### config.mk
export PLATFORM = sky130hd
export DESIGN_NAME = ata_pio_host
export DESIGN_NICKNAME = d
export VERILOG_FILES = /design/src/rtl/ata_pio_pkg.sv /design/src/rtl/ata_pio_timer.sv /design/src/rtl/ata_pio_seq.sv /design/src/rtl/ata_pio_pins.sv /design/src/rtl/ata_pio_host.sv
export SDC_FILE = /design/constraint.sdc
export NUM_CORES = 1
export LEC_CHECK = 0
export CAP_MARGIN = 5
export CORE_MARGIN = 2
export CORE_UTILIZATION = 62
export DETAILED_ROUTE_END_ITERATION = 6
export DONT_BUFFER_PORTS = 1
export PLACE_DENSITY = 0.78
export SYNTH_ARGS = -nofsm -noshare
export SYNTH_HDL_FRONTEND = slang
export SYNTH_HIERARCHICAL = 1
export SYNTH_SLANG_ARGS = --single-unit
export TNS_END_PERCENT = 20
### constraint.sdc
create_clock -name clk -period 2.9 [get_ports clk]
set_clock_uncertainty 0.05 [all_clocks]
set_input_delay 0.145 -clock clk [delete_from_list [all_inputs] [get_ports clk]]
set_output_delay 0.145 -clock clk [all_outputs]
set_load 0.05 [all_outputs]
### src/rtl/ata_pio_pkg.sv
package ata_pio_pkg;

  typedef enum logic [1:0] {
    PH_IDLE    = 2'd0,
    PH_SETUP   = 2'd1,
    PH_ACTIVE  = 2'd2,
    PH_RECOVER = 2'd3
  } ata_phase_e;

  // Interface limits in nanoseconds
  localparam int unsigned ADDR_SETUP_NS  = 25;
  localparam int unsigned STROBE_LOW_NS  = 70;
  localparam int unsigned STROBE_HIGH_NS = 25;
  localparam int unsigned FULL_CYCLE_NS  = 120;
  localparam int unsigned ADDR_HOLD_NS   = 10;
  localparam int unsigned WDATA_HOLD_NS  = 10;
  localparam int unsigned RD_RELEASE_NS  = 30;

  function automatic int ns_to_cyc(input int ns, input int period);
    return (ns + period - 1) / period;
  endfunction

  function automatic int imax(input int a, input int b);
    return (a > b) ? a : b;
  endfunction

endpackage

### src/rtl/ata_pio_timer.sv
module ata_pio_timer #(
  parameter int CW = 4
) (
  input  logic          clk,
  input  logic          rst_n,
  input  logic          restart,
  input  logic          enable,
  output logic [CW-1:0] count
);

  always_ff @(posedge clk or negedge rst_n) begin
    if (!rst_n)        count <= '0;
    else if (restart)  count <= '0;
    else if (enable)   count <= count + 1'b1;
  end

endmodule

### src/rtl/ata_pio_seq.sv
module ata_pio_seq
  import ata_pio_pkg::*;
#(
  parameter int T_SU  = 1,
  parameter int T_ACT = 1,
  parameter int T_RCV = 1,
  parameter int CW    = 4
) (
  input  logic          clk,
  input  logic          rst_n,
  input  logic          req_valid,
  input  logic [CW-1:0] count,
  output logic          req_ready,
  output logic          accept,
  output logic          capture,
  output logic          restart,
  output logic          tick_en,
  output logic          rsp_valid,
  output ata_phase_e    phase
);

  logic       last;
  ata_phase_e phase_nx;

  always_comb begin
    last = 1'b0;
    unique case (phase)
      PH_SETUP:   last = (count == CW'(T_SU - 1));
      PH_ACTIVE:  last = (count == CW'(T_ACT - 1));
      PH_RECOVER: last = (count == CW'(T_RCV - 1));
      default:    last = 1'b0;
    endcase
  end

  assign req_ready = (phase == PH_IDLE);
  assign accept    = req_ready && req_valid;
  assign restart   = accept || last;
  assign tick_en   = (phase != PH_IDLE);
  assign capture   = (phase == PH_ACTIVE) && last;

  always_comb begin
    phase_nx = phase;
    unique case (phase)
      PH_IDLE:    if (accept) phase_nx = PH_SETUP;
      PH_SETUP:   if (last)   phase_nx = PH_ACTIVE;
      PH_ACTIVE:  if (last)   phase_nx = PH_RECOVER;
      PH_RECOVER: if (last)   phase_nx = PH_IDLE;
      default:                phase_nx = PH_IDLE;
    endcase
  end

  always_ff @(posedge clk or negedge rst_n) begin
    if (!rst_n) begin
      phase     <= PH_IDLE;
      rsp_valid <= 1'b0;
    end else begin
      phase     <= phase_nx;
      rsp_valid <= (phase == PH_RECOVER) && last;
    end
  end

endmodule

### src/rtl/ata_pio_pins.sv
module ata_pio_pins
  import ata_pio_pkg::*;
#(
  parameter int NCS  = 2,
  parameter int AW   = 3,
  parameter int DW   = 8,
  parameter int T_AH = 1,
  parameter int T_WH = 1,
  parameter int CW   = 4
) (
  input  logic           clk,
  input  logic           rst_n,
  input  logic           accept,
  input  logic           capture,
  input  ata_phase_e     phase,
  input  logic [CW-1:0]  count,
  input  logic           req_write,
  input  logic [NCS-1:0] req_cs,
  input  logic [AW-1:0]  req_addr,
  input  logic [DW-1:0]  req_wdata,
  output logic [DW-1:0]  rsp_rdata,
  output logic [NCS-1:0] ata_cs_n,
  output logic [AW-1:0]  ata_da,
  output logic           ata_rd_n,
  output logic           ata_wr_n,
  output logic [DW-1:0]  ata_dd_o,
  output logic           ata_dd_oe,
  input  logic [DW-1:0]  ata_dd_i
);

  logic           wr_q;
  logic [NCS-1:0] cs_q;
  logic [AW-1:0]  addr_q;
  logic [DW-1:0]  wdata_q;
  logic           in_xfer;
  logic           addr_on;
  logic           data_on;
  logic           strobe_on;

  always_ff @(posedge clk or negedge rst_n) begin
    if (!rst_n) begin
      wr_q    <= 1'b0;
      cs_q    <= '0;
      addr_q  <= '0;
      wdata_q <= '0;
    end else if (accept) begin
      wr_q    <= req_write;
      cs_q    <= req_cs;
      addr_q  <= req_addr;
      wdata_q <= req_wdata;
    end
  end

  always_ff @(posedge clk or negedge rst_n) begin
    if (!rst_n)                 rsp_rdata <= '0;
    else if (capture && !wr_q)  rsp_rdata <= ata_dd_i;
  end

  assign in_xfer   = (phase == PH_SETUP) || (phase == PH_ACTIVE);
  assign addr_on   = in_xfer || ((phase == PH_RECOVER) && (count < CW'(T_AH)));
  assign data_on   = in_xfer || ((phase == PH_RECOVER) && (count < CW'(T_WH)));
  assign strobe_on = (phase == PH_ACTIVE);

  for (genvar g = 0; g < NCS; g++) begin : g_sel
    assign ata_cs_n[g] = ~(addr_on & cs_q[g]);
  end

  assign ata_da    = addr_q;
  assign ata_rd_n  = ~(strobe_on & ~wr_q);
  assign ata_wr_n  = ~(strobe_on & wr_q);
  assign ata_dd_o  = wdata_q;
  assign ata_dd_oe = wr_q & data_on;

endmodule

### src/rtl/ata_pio_host.sv
module ata_pio_host
  import ata_pio_pkg::*;
#(
  parameter int CLK_PERIOD_NS = 4,
  parameter int NCS           = 2,
  parameter int AW            = 3,
  parameter int DW            = 8
) (
  input  logic           clk,
  input  logic           rst_n,
  input  logic           req_valid,
  output logic           req_ready,
  input  logic           req_write,
  input  logic [NCS-1:0] req_cs,
  input  logic [AW-1:0]  req_addr,
  input  logic [DW-1:0]  req_wdata,
  output logic           rsp_valid,
  output logic [DW-1:0]  rsp_rdata,
  output logic [NCS-1:0] ata_cs_n,
  output logic [AW-1:0]  ata_da,
  output logic           ata_rd_n,
  output logic           ata_wr_n,
  output logic [DW-1:0]  ata_dd_o,
  output logic           ata_dd_oe,
  input  logic [DW-1:0]  ata_dd_i
);

  localparam int T_SU  = ns_to_cyc(ADDR_SETUP_NS,  CLK_PERIOD_NS);
  localparam int T_ACT = ns_to_cyc(STROBE_LOW_NS,  CLK_PERIOD_NS);
  localparam int T_REC = ns_to_cyc(STROBE_HIGH_NS, CLK_PERIOD_NS);
  localparam int T_CYC = ns_to_cyc(FULL_CYCLE_NS,  CLK_PERIOD_NS);
  localparam int T_AH  = ns_to_cyc(ADDR_HOLD_NS,   CLK_PERIOD_NS);
  localparam int T_WH  = ns_to_cyc(WDATA_HOLD_NS,  CLK_PERIOD_NS);
  localparam int T_REL = ns_to_cyc(RD_RELEASE_NS,  CLK_PERIOD_NS);
  localparam int T_RCV = imax(imax(T_REC, T_REL),
                              imax(T_CYC - T_ACT, imax(T_AH, T_WH)));
  localparam int T_MAX = imax(T_SU, imax(T_ACT, T_RCV));
  localparam int CW    = $clog2(T_MAX + 1);

  logic          accept;
  logic          capture;
  logic          restart;
  logic          tick_en;
  logic [CW-1:0] count;
  ata_phase_e    phase;

  ata_pio_timer #(.CW(CW)) u_timer (
    .clk     (clk),
    .rst_n   (rst_n),
    .restart (restart),
    .enable  (tick_en),
    .count   (count)
  );

  ata_pio_seq #(
    .T_SU (T_SU),
    .T_ACT(T_ACT),
    .T_RCV(T_RCV),
    .CW   (CW)
  ) u_seq (
    .clk      (clk),
    .rst_n    (rst_n),
    .req_valid(req_valid),
    .count    (count),
    .req_ready(req_ready),
    .accept   (accept),
    .capture  (capture),
    .restart  (restart),
    .tick_en  (tick_en),
    .rsp_valid(rsp_valid),
    .phase    (phase)
  );

  ata_pio_pins #(
    .NCS (NCS),
    .AW  (AW),
    .DW  (DW),
    .T_AH(T_AH),
    .T_WH(T_WH),
    .CW  (CW)
  ) u_pins (
    .clk      (clk),
    .rst_n    (rst_n),
    .accept   (accept),
    .capture  (capture),
    .phase    (phase),
    .count    (count),
    .req_write(req_write),
    .req_cs   (req_cs),
    .req_addr (req_addr),
    .req_wdata(req_wdata),
    .rsp_rdata(rsp_rdata),
    .ata_cs_n (ata_cs_n),
    .ata_da   (ata_da),
    .ata_rd_n (ata_rd_n),
    .ata_wr_n (ata_wr_n),
    .ata_dd_o (ata_dd_o),
    .ata_dd_oe(ata_dd_oe),
    .ata_dd_i (ata_dd_i)
  );

endmodule

* After elaboration in Yosys (flattened, before gate mapping)
Cells that the tools add are included.
** Word-level totals
- Bits of input ports :: 25
- Logic and storage cells :: 51
- Register bits :: 30
** Cells by class
- $add $sub $neg :: 1
- Bitwise logic cells :: 10
- Order comparisons :: 1
- Mux-type cells :: 8
- Equality and inequality tests :: 10
- Reduce and logical (&&, ||, !) cells :: 13
** Operator list (number)
- $mux 5 :: 2
- $mux 2 :: 4
- $ne 2x2->1 const B :: 4
- $pmux 2 s4 :: 1
- $add 5x1->5 const B :: 1
- $and 1x1->1 :: 5
- $eq 5x3->1 const B :: 1
- $eq 5x4->1 const B :: 1
- $eq 5x5->1 const B :: 1
- $logic_and 1x1->1 :: 5
- $lt 5x2->1 const B :: 1
- $not 1->1 :: 5
- $eq 2x2->1 const B :: 2
- $reduce_and 4->1 :: 1
- $reduce_bool 2->1 :: 2
- $logic_or 1x1->1 :: 3
- $pmux 1 s3 :: 1
- $eq 2x1->1 const B :: 1
- $logic_not 2->1 :: 1
- $logic_not 1->1 :: 1

* Depth between registers and ports, before layout
Gate-level depths: netlist of run 1.
- Word-level depth :: 5
- Mapped depth :: 8

* By module
The synthesis of run 1 kept the hierarchy.
** Modules (own cells, without submodules)
- ata_pio_pins :: cells an instance 58, times used 1, area each 982.2 µm², seq. area each 550.5 µm²
- ata_pio_seq :: cells an instance 38, times used 1, area each 351.6 µm², seq. area each 75.1 µm²
- ata_pio_timer :: cells an instance 22, times used 1, area each 252.7 µm², seq. area each 125.1 µm²

* Least setup slack after synthesis of run 1
Ideal clock, no wire load.
- Kind :: register to register
- Start point :: reg u_seq.phase[0]
- End point :: reg u_pins.rsp_rdata[0]
- Data required time :: 2.725 ns
- Arrival time :: 2.236 ns
- Slack :: 0.489 ns
- Cell stages (with the launch flop) :: 9
- Period minus slack after synthesis :: 2.411 ns
- Path buffers :: 1
- Path through :: dfrtp_1 -> inv_1 -> ha_1 -> or4b_1 -> o21ai_2 -> and3_2 -> nor2b_1 -> buf_6 -> mux2_4
** Between the ends
- Cells in the longest elaborated chain, start to end :: 4
- Elaborated cells on any way between the ends :: 6
- Classes of those cells :: eq/ne: 3; mux: 1; reduce/logical: 2
** RTL lines
- from (decl) :: line ata_pio_seq.sv:19 : output ata_phase_e phase
- from (signal assigned) :: line ata_pio_seq.sv:57 : phase <= phase_nx;
- $eq 2x2->1 (tied with other cells) :: line ata_pio_seq.sv:27 : unique case (phase)
- $pmux 1 s3 :: line ata_pio_seq.sv:27
- $logic_and 1x1->1 (*) :: line ata_pio_seq.sv:39 : assign capture = (phase == PH_ACTIVE) && last;
- via capture :: line ata_pio_host.sv:41 : logic capture;
- $logic_and 1x1->1 (*) :: line ata_pio_pins.sv:56 : else if (capture && !wr_q) rsp_rdata <= ata_dd_i;
- to (signal assigned) :: line ata_pio_pins.sv:56
- to (decl) :: line ata_pio_pins.sv:21 : output logic [DW-1:0] rsp_rdata,
Mark *: on every way through the listed nets, which the timed path passes. The rest lies on a longest branch.
A chain may end at the register's enable or synchronous reset.

* Worst setup path in the final report of run 1
- Start point :: reg u_seq.phase[0]
- End point :: reg u_pins.rsp_rdata[5]
Same word-level chain as after synthesis.

==> out/results.ini, run 1 <==
[grt]
antenna_found_initial=0
grt_pass1_vias=1173
grt_usage_pct=30.66
grt_overflow=0
grt_max_degree=31
grt_pass1_wl_um=5947

[cells_and_area]
area_growth_syn_to_layout_pct=24.21
fillers=136
drive_gt1_share_pct=26.97
stdcell_area_um2=1971
final_nets=186
diodes=0

[route]
dr.pass1.iters=4
vias=1100
routedWlPerCell_um=21.60
drcViolationCount=0
drt_iter0_drc=26
wl_um=3931
routed_via_density=6.044
drtAntennaViolNets=0

[logic_synthesis]
synth_cell_types=34
synth_area_per_cell_um2=13.45
synth_warnings=6
syn_area_um2=1587
syn_nets=152
ys_async_sr_fraction_pct=100.0
yosysSeqAreaShare_pct=47.32
ys.flop_type=dfrtp_1
synth_edf_count=0
synth_area_leaders=dfrtp_1, mux2_4, ha_1
yosysTopAreaCellShare_pct=47.32
ys_ff_latch=30
yosys.area.top_type=dfrtp_1
synth_cells=118

[clocking]
clockBufferDepth=2
clkTransAtPathRegs_ns=0.10
cts_max_level=2
cts_root_buffer=clkbuf_4
cts_made_buffers=5
insertion_delay_ns=0.34
postCtsSetupBuffers=0
cts.sinks=30
ctsHoldBuffers=24
tritoncts=built
ctsResizeCount=0

[floorplanning]
initial_core_util_pct=64.63
placementRows=18
die_h_um=54.59
core_area_um2=2455
io_pins=51
die_area_um2=2980
die_x_um=54.59

[run]
drv_cap=0

[worst_setup_path]
end_kind=flop
critical_path_class=flop to flop
start_kind=flop
required_ns=3.07
crit_chain=inv_1, ha_1, or4b_1, o21ai_2, and3_2, nor2b_1, buf_4, mux2_4
path_max_fanout=8
path_buf_inv=2
cpPeakStageDelay_ns=0.56
cpMaxStageDelayCell=or4b_1
cp_top_family=simple AND/OR/NAND/NOR gates
crit_arrival_ns=2.91

[sta]
hold_violations=0
tightest_slew_ns=0.6218
rsz0062_at_grt=false
period_minus_slack_ns=2.734
fin_ws_ns=0.1656
period_share_pct=94.29
timing.fmax_mhz=365.7
slew_headroom_pct=58.23
maxSlewViolCount=0
fin_hold_ws_ns=0.09015
setup_viol=0
final.setup.tns_ns=0

[placement]
routabilityCongestion=0.8659
placed_area_um2=1639
hpwl_um=2159
dpl_worst_slack_ns=0.3051
io_buffers=0

[worst_hold_path]
min_path_type=primary input to flop

[outcome]
outcome=complete, no violations

kinds of logic after synthesis:
logic type	Yosys count	share of synthesized area (%)
and+or+nand+nor	31	12.38
xor gates and xnor gates	4	2.209
muxes	25	22.16
adders and majority gates	9	7.098
AOI/OAI and AO/OA	11	5.757
buffers and inverters	8	3.076
DFF	30	47.32
area by class of cell:
type | instances | area (um2) | area share [%]
flip-flops and latches | 30 | 750.7 | 38.10
repair buffers | 30 | 295.3 | 14.98
clock inverters | 1 | 30.03 | 1.524
well taps | 30 | 37.54 | 1.905
inverters | 5 | 18.77 | 0.9524
clock buffers | 6 | 51.30 | 2.603
multi-input cells | 80 | 787.0 | 39.94
worst paths after layout:
path	start	depth (start not counted)	to	slack [ns]
worst max-delay path	u_seq/phase[0]	8	u_pins/rsp_rdata[5]	0.17
worst min-delay path	req_valid	3	u_seq/phase[1]	0.09
worst max register to register	u_seq/phase[0]	8	u_pins/rsp_rdata[5]	0.17
worst min register to register	u_pins/cs_q[1]	1	u_pins/cs_q[1]	0.45
max in group asynchronous	rst_n	2	u_pins/ata_dd_o[2]	2.43
min in group asynchronous	rst_n	2	u_seq/phase[0]	0.20
state kept, by name, summed over array words and instances, names as in the netlist:
register and count:
u_pins/cs_q 2, u_pins/wr_q 1, u_pins/rsp_rdata 8, u_seq/phase 2, u_pins/ata_dd_o 8, u_pins/ata_da 3
u_seq/rsp_valid 1, u_timer/count 5
tightest hold or removal path, cell delays in order:
cell      delay (ns)
nand2b_1        0.10
nand4_1         0.10
o311ai_1        0.10
layout by cell type, fill, tap and decap left out, types with 2 or more instances in the layout:
master and instances:
and3_2 3, buf_4 6, clkbuf_4 5, dfrtp_1 30
dlygate4sd3_1 23, ha_1 9, inv_1 5, mux2_1 5
mux2_4 19, nand2_1 2, nand2b_1 3, nand3_1 2
nand4_1 3, nor2_1 6, nor2b_1 4, nor3_1 2
o211ai_1 2, xnor2_1 2, xor2_1 2
synthesized netlist by cell type (all sizes together) (3+ instances only):
master  instances
nor2b           4
ha              9
and3            3
buf             3
dfrtp          30
nand2b          3
nor2            6
mux2           24
nand4           3
inv             5
nor3            3
per-layer routing:
| metal | GRT usage [%] | vias to the layer above | share of wire (%) | wire [um] |
|---|---|---|---|---|
| li1 | - | 485 | - | - |
| met1 | 36.72 | 561 | 42 | 1644 |
| met2 | 48.41 | 46 | 50 | 1974 |
| met3 | 11.75 | 8 | 6.3 | 248 |
| met4 | 14.17 | 0 | 1.7 | 65 |
| met5 | 0 | - | 0 | 0 |
through the flow:
step	cells	util (%)
final	182	80.28
after global routing	182	80.28
after CTS	182	80.28
after detailed placement	151	66.77
after global placement	151	66.77
after floorplan	118	-
Power of run 1 is left out: the tool's default activity adds up to more than one toggle a clock period on the data nets, which glitch-free logic cannot reach.
==> inputs of run 2 (changes only) <==
- PLACE_DENSITY: 0.78 -> 0.87
==> out/results.ini, run 2 (same netlist as run 1, synthesis figures left out) <==
[clocking]
cts.sinks=30  ; unchanged
cts_made_buffers=5  ; unchanged
tritoncts=built
postCtsSetupBuffers=0  ; unchanged
cts_max_level=2  ; unchanged
ctsHoldBuffers=24  ; unchanged
insertion_delay_ns=0.35  ; about the same
cts_root_buffer=clkbuf_4
ctsResizeCount=0  ; unchanged
clockBufferDepth=2  ; unchanged
clkTransAtPathRegs_ns=0.10  ; about the same

[placement]
hpwl_um=2225  ; +3.0%
io_buffers=0  ; unchanged
routabilityCongestion=0.7717  ; -11%

[sta]
setup_viol=0  ; unchanged
maxSlewViolCount=0  ; unchanged
period_share_pct=96.12  ; +1.8 points
final.setup.tns_ns=0  ; unchanged
tightest_slew_ns=0.6896  ; +0.06787 ns
timing.fmax_mhz=358.8  ; -1.9%
rsz0062_at_grt=false
hold_violations=0  ; unchanged
slew_headroom_pct=53.67  ; -4.6 points
period_minus_slack_ns=2.787  ; +0.05297 ns

[cells_and_area]
layout_commonest_cell=dfrtp_1
mostFrequentLayoutCells=dfrtp_1, dlygate4sd3_1, mux2_4
diodes=0  ; unchanged
drive_gt1_share_pct=27.45  ; +0.48 points
fillers=116  ; -15%
area_growth_syn_to_layout_pct=23.97
final_nets=186  ; unchanged

[route]
drtAntennaViolNets=0  ; unchanged
wl_um=4015  ; +2.1%
routed_via_density=6.109  ; +1.1%
vias=1118  ; +1.6%
drcViolationCount=0  ; unchanged
routedWlPerCell_um=21.94  ; +1.6%
drt_iter0_drc=18  ; -31%
dr.pass1.iters=5  ; +1

[worst_setup_path]
required_ns=3.08  ; about the same
cpMaxStageDelayCell=or4b_1
end_kind=flop
start_kind=flop
critical_path_class=flop to flop
crit_chain=inv_1, ha_1, or4b_1, o21ai_2, and3_2, nor2b_1, buf_4, mux2_4
reg2reg_slack_ns=0.11  ; -0.05 ns
cpPeakStageDelay_ns=0.58  ; +0.02 ns
crit_arrival_ns=2.97  ; +0.06 ns
path_max_fanout=8  ; unchanged

[floorplanning]
die_h_um=54.59  ; unchanged
io_pins=51  ; unchanged
die_area_um2=2980  ; unchanged
initial_core_util_pct=64.63  ; unchanged
core_area_um2=2455  ; unchanged
die_x_um=54.59  ; unchanged
placementRows=18  ; unchanged

[grt]
grt_overflow=0  ; unchanged
grt_max_degree=31  ; unchanged
antenna_found_initial=0  ; unchanged
grt_pass1_wl_um=6058  ; +1.9%
grt_usage_pct=30.62  ; -0.036 points
grt_pass1_vias=1174  ; +0.085%

[worst_hold_path]
min_path_type=primary input to flop

[run]
drv_cap=0  ; unchanged

[outcome]
outcome=complete, no violations

-- run 2: changes by cell type in the layout (fill, tap and decap cells not counted), sizes merged --
cell,change
clkinv,+2
clkbuf,-1
-- run 2: per-layer routing --
metal | part of all wire [%] | vias to the layer above | GRT usage [%]
met3 | 6.5 | 15 | 9.836
met2 | 51 | 51 | 48.41
li1 | - | 487 | -
met1 | 39 | 565 | 37.12
met4 | 3.5 | 0 | 15.83
met5 | 0 | - | 0
-- run 2: worst max-delay path: cells and delay by family, from the launching register on --
| family | cells | cell delay, ns |
|---|---|---|
| mux | 1 | 0.32 |
| flops | 1 | 0.48 |
| fa+ha+maj | 1 | 0.33 |
| buf+inv | 2 | 0.38 |
| compound gates | 1 | 0.16 |
| simple gates | 3 | 0.96 |
-- run 2: cell type report --
cell class              instances  area [um2]  share of cell area [%]
multi-input cells              80       787.0                   40.01
flip-flops and latches         30       750.7                   38.17
repair buffers                 30       295.3                   15.01
clock inverters                 3       40.04                   2.036
clock buffers                   5       37.54                   1.908
well taps                      30       37.54                   1.908
inverters                       5       18.77                  0.9542
-- run 2: final timing paths --
path                                start             endpoint  cells after the start
max                        u_seq/phase[0]  u_pins/rsp_rdata[2]                      8
min                             req_valid       u_seq/phase[1]                      3
max reg2reg                u_seq/phase[0]  u_pins/rsp_rdata[2]                      8
min reg2reg                u_pins/cs_q[1]       u_pins/cs_q[1]                      1
max in group asynchronous           rst_n   u_pins/ata_dd_o[4]                      2
min in group asynchronous           rst_n  u_pins/rsp_rdata[5]                      2
-- run 2: per-stage QoR --
stage                     std cells  hold WS, ns  util, %  instance area [um2]  setup slack [ns]
after floorplan                 118      -0.2006        -                 1587            0.4888
after CTS                       183      0.08042    80.12                 1967            0.2480
final                           183      0.09138    80.12                 1967            0.1126
after detailed placement        151      -0.2000    66.77                 1639            0.3116
after global placement          151      -0.2000    66.77                 1639            0.4097
after global routing            183       0.1064    80.12                 1967           0.05657
Power of run 2 is left out for the same reason.
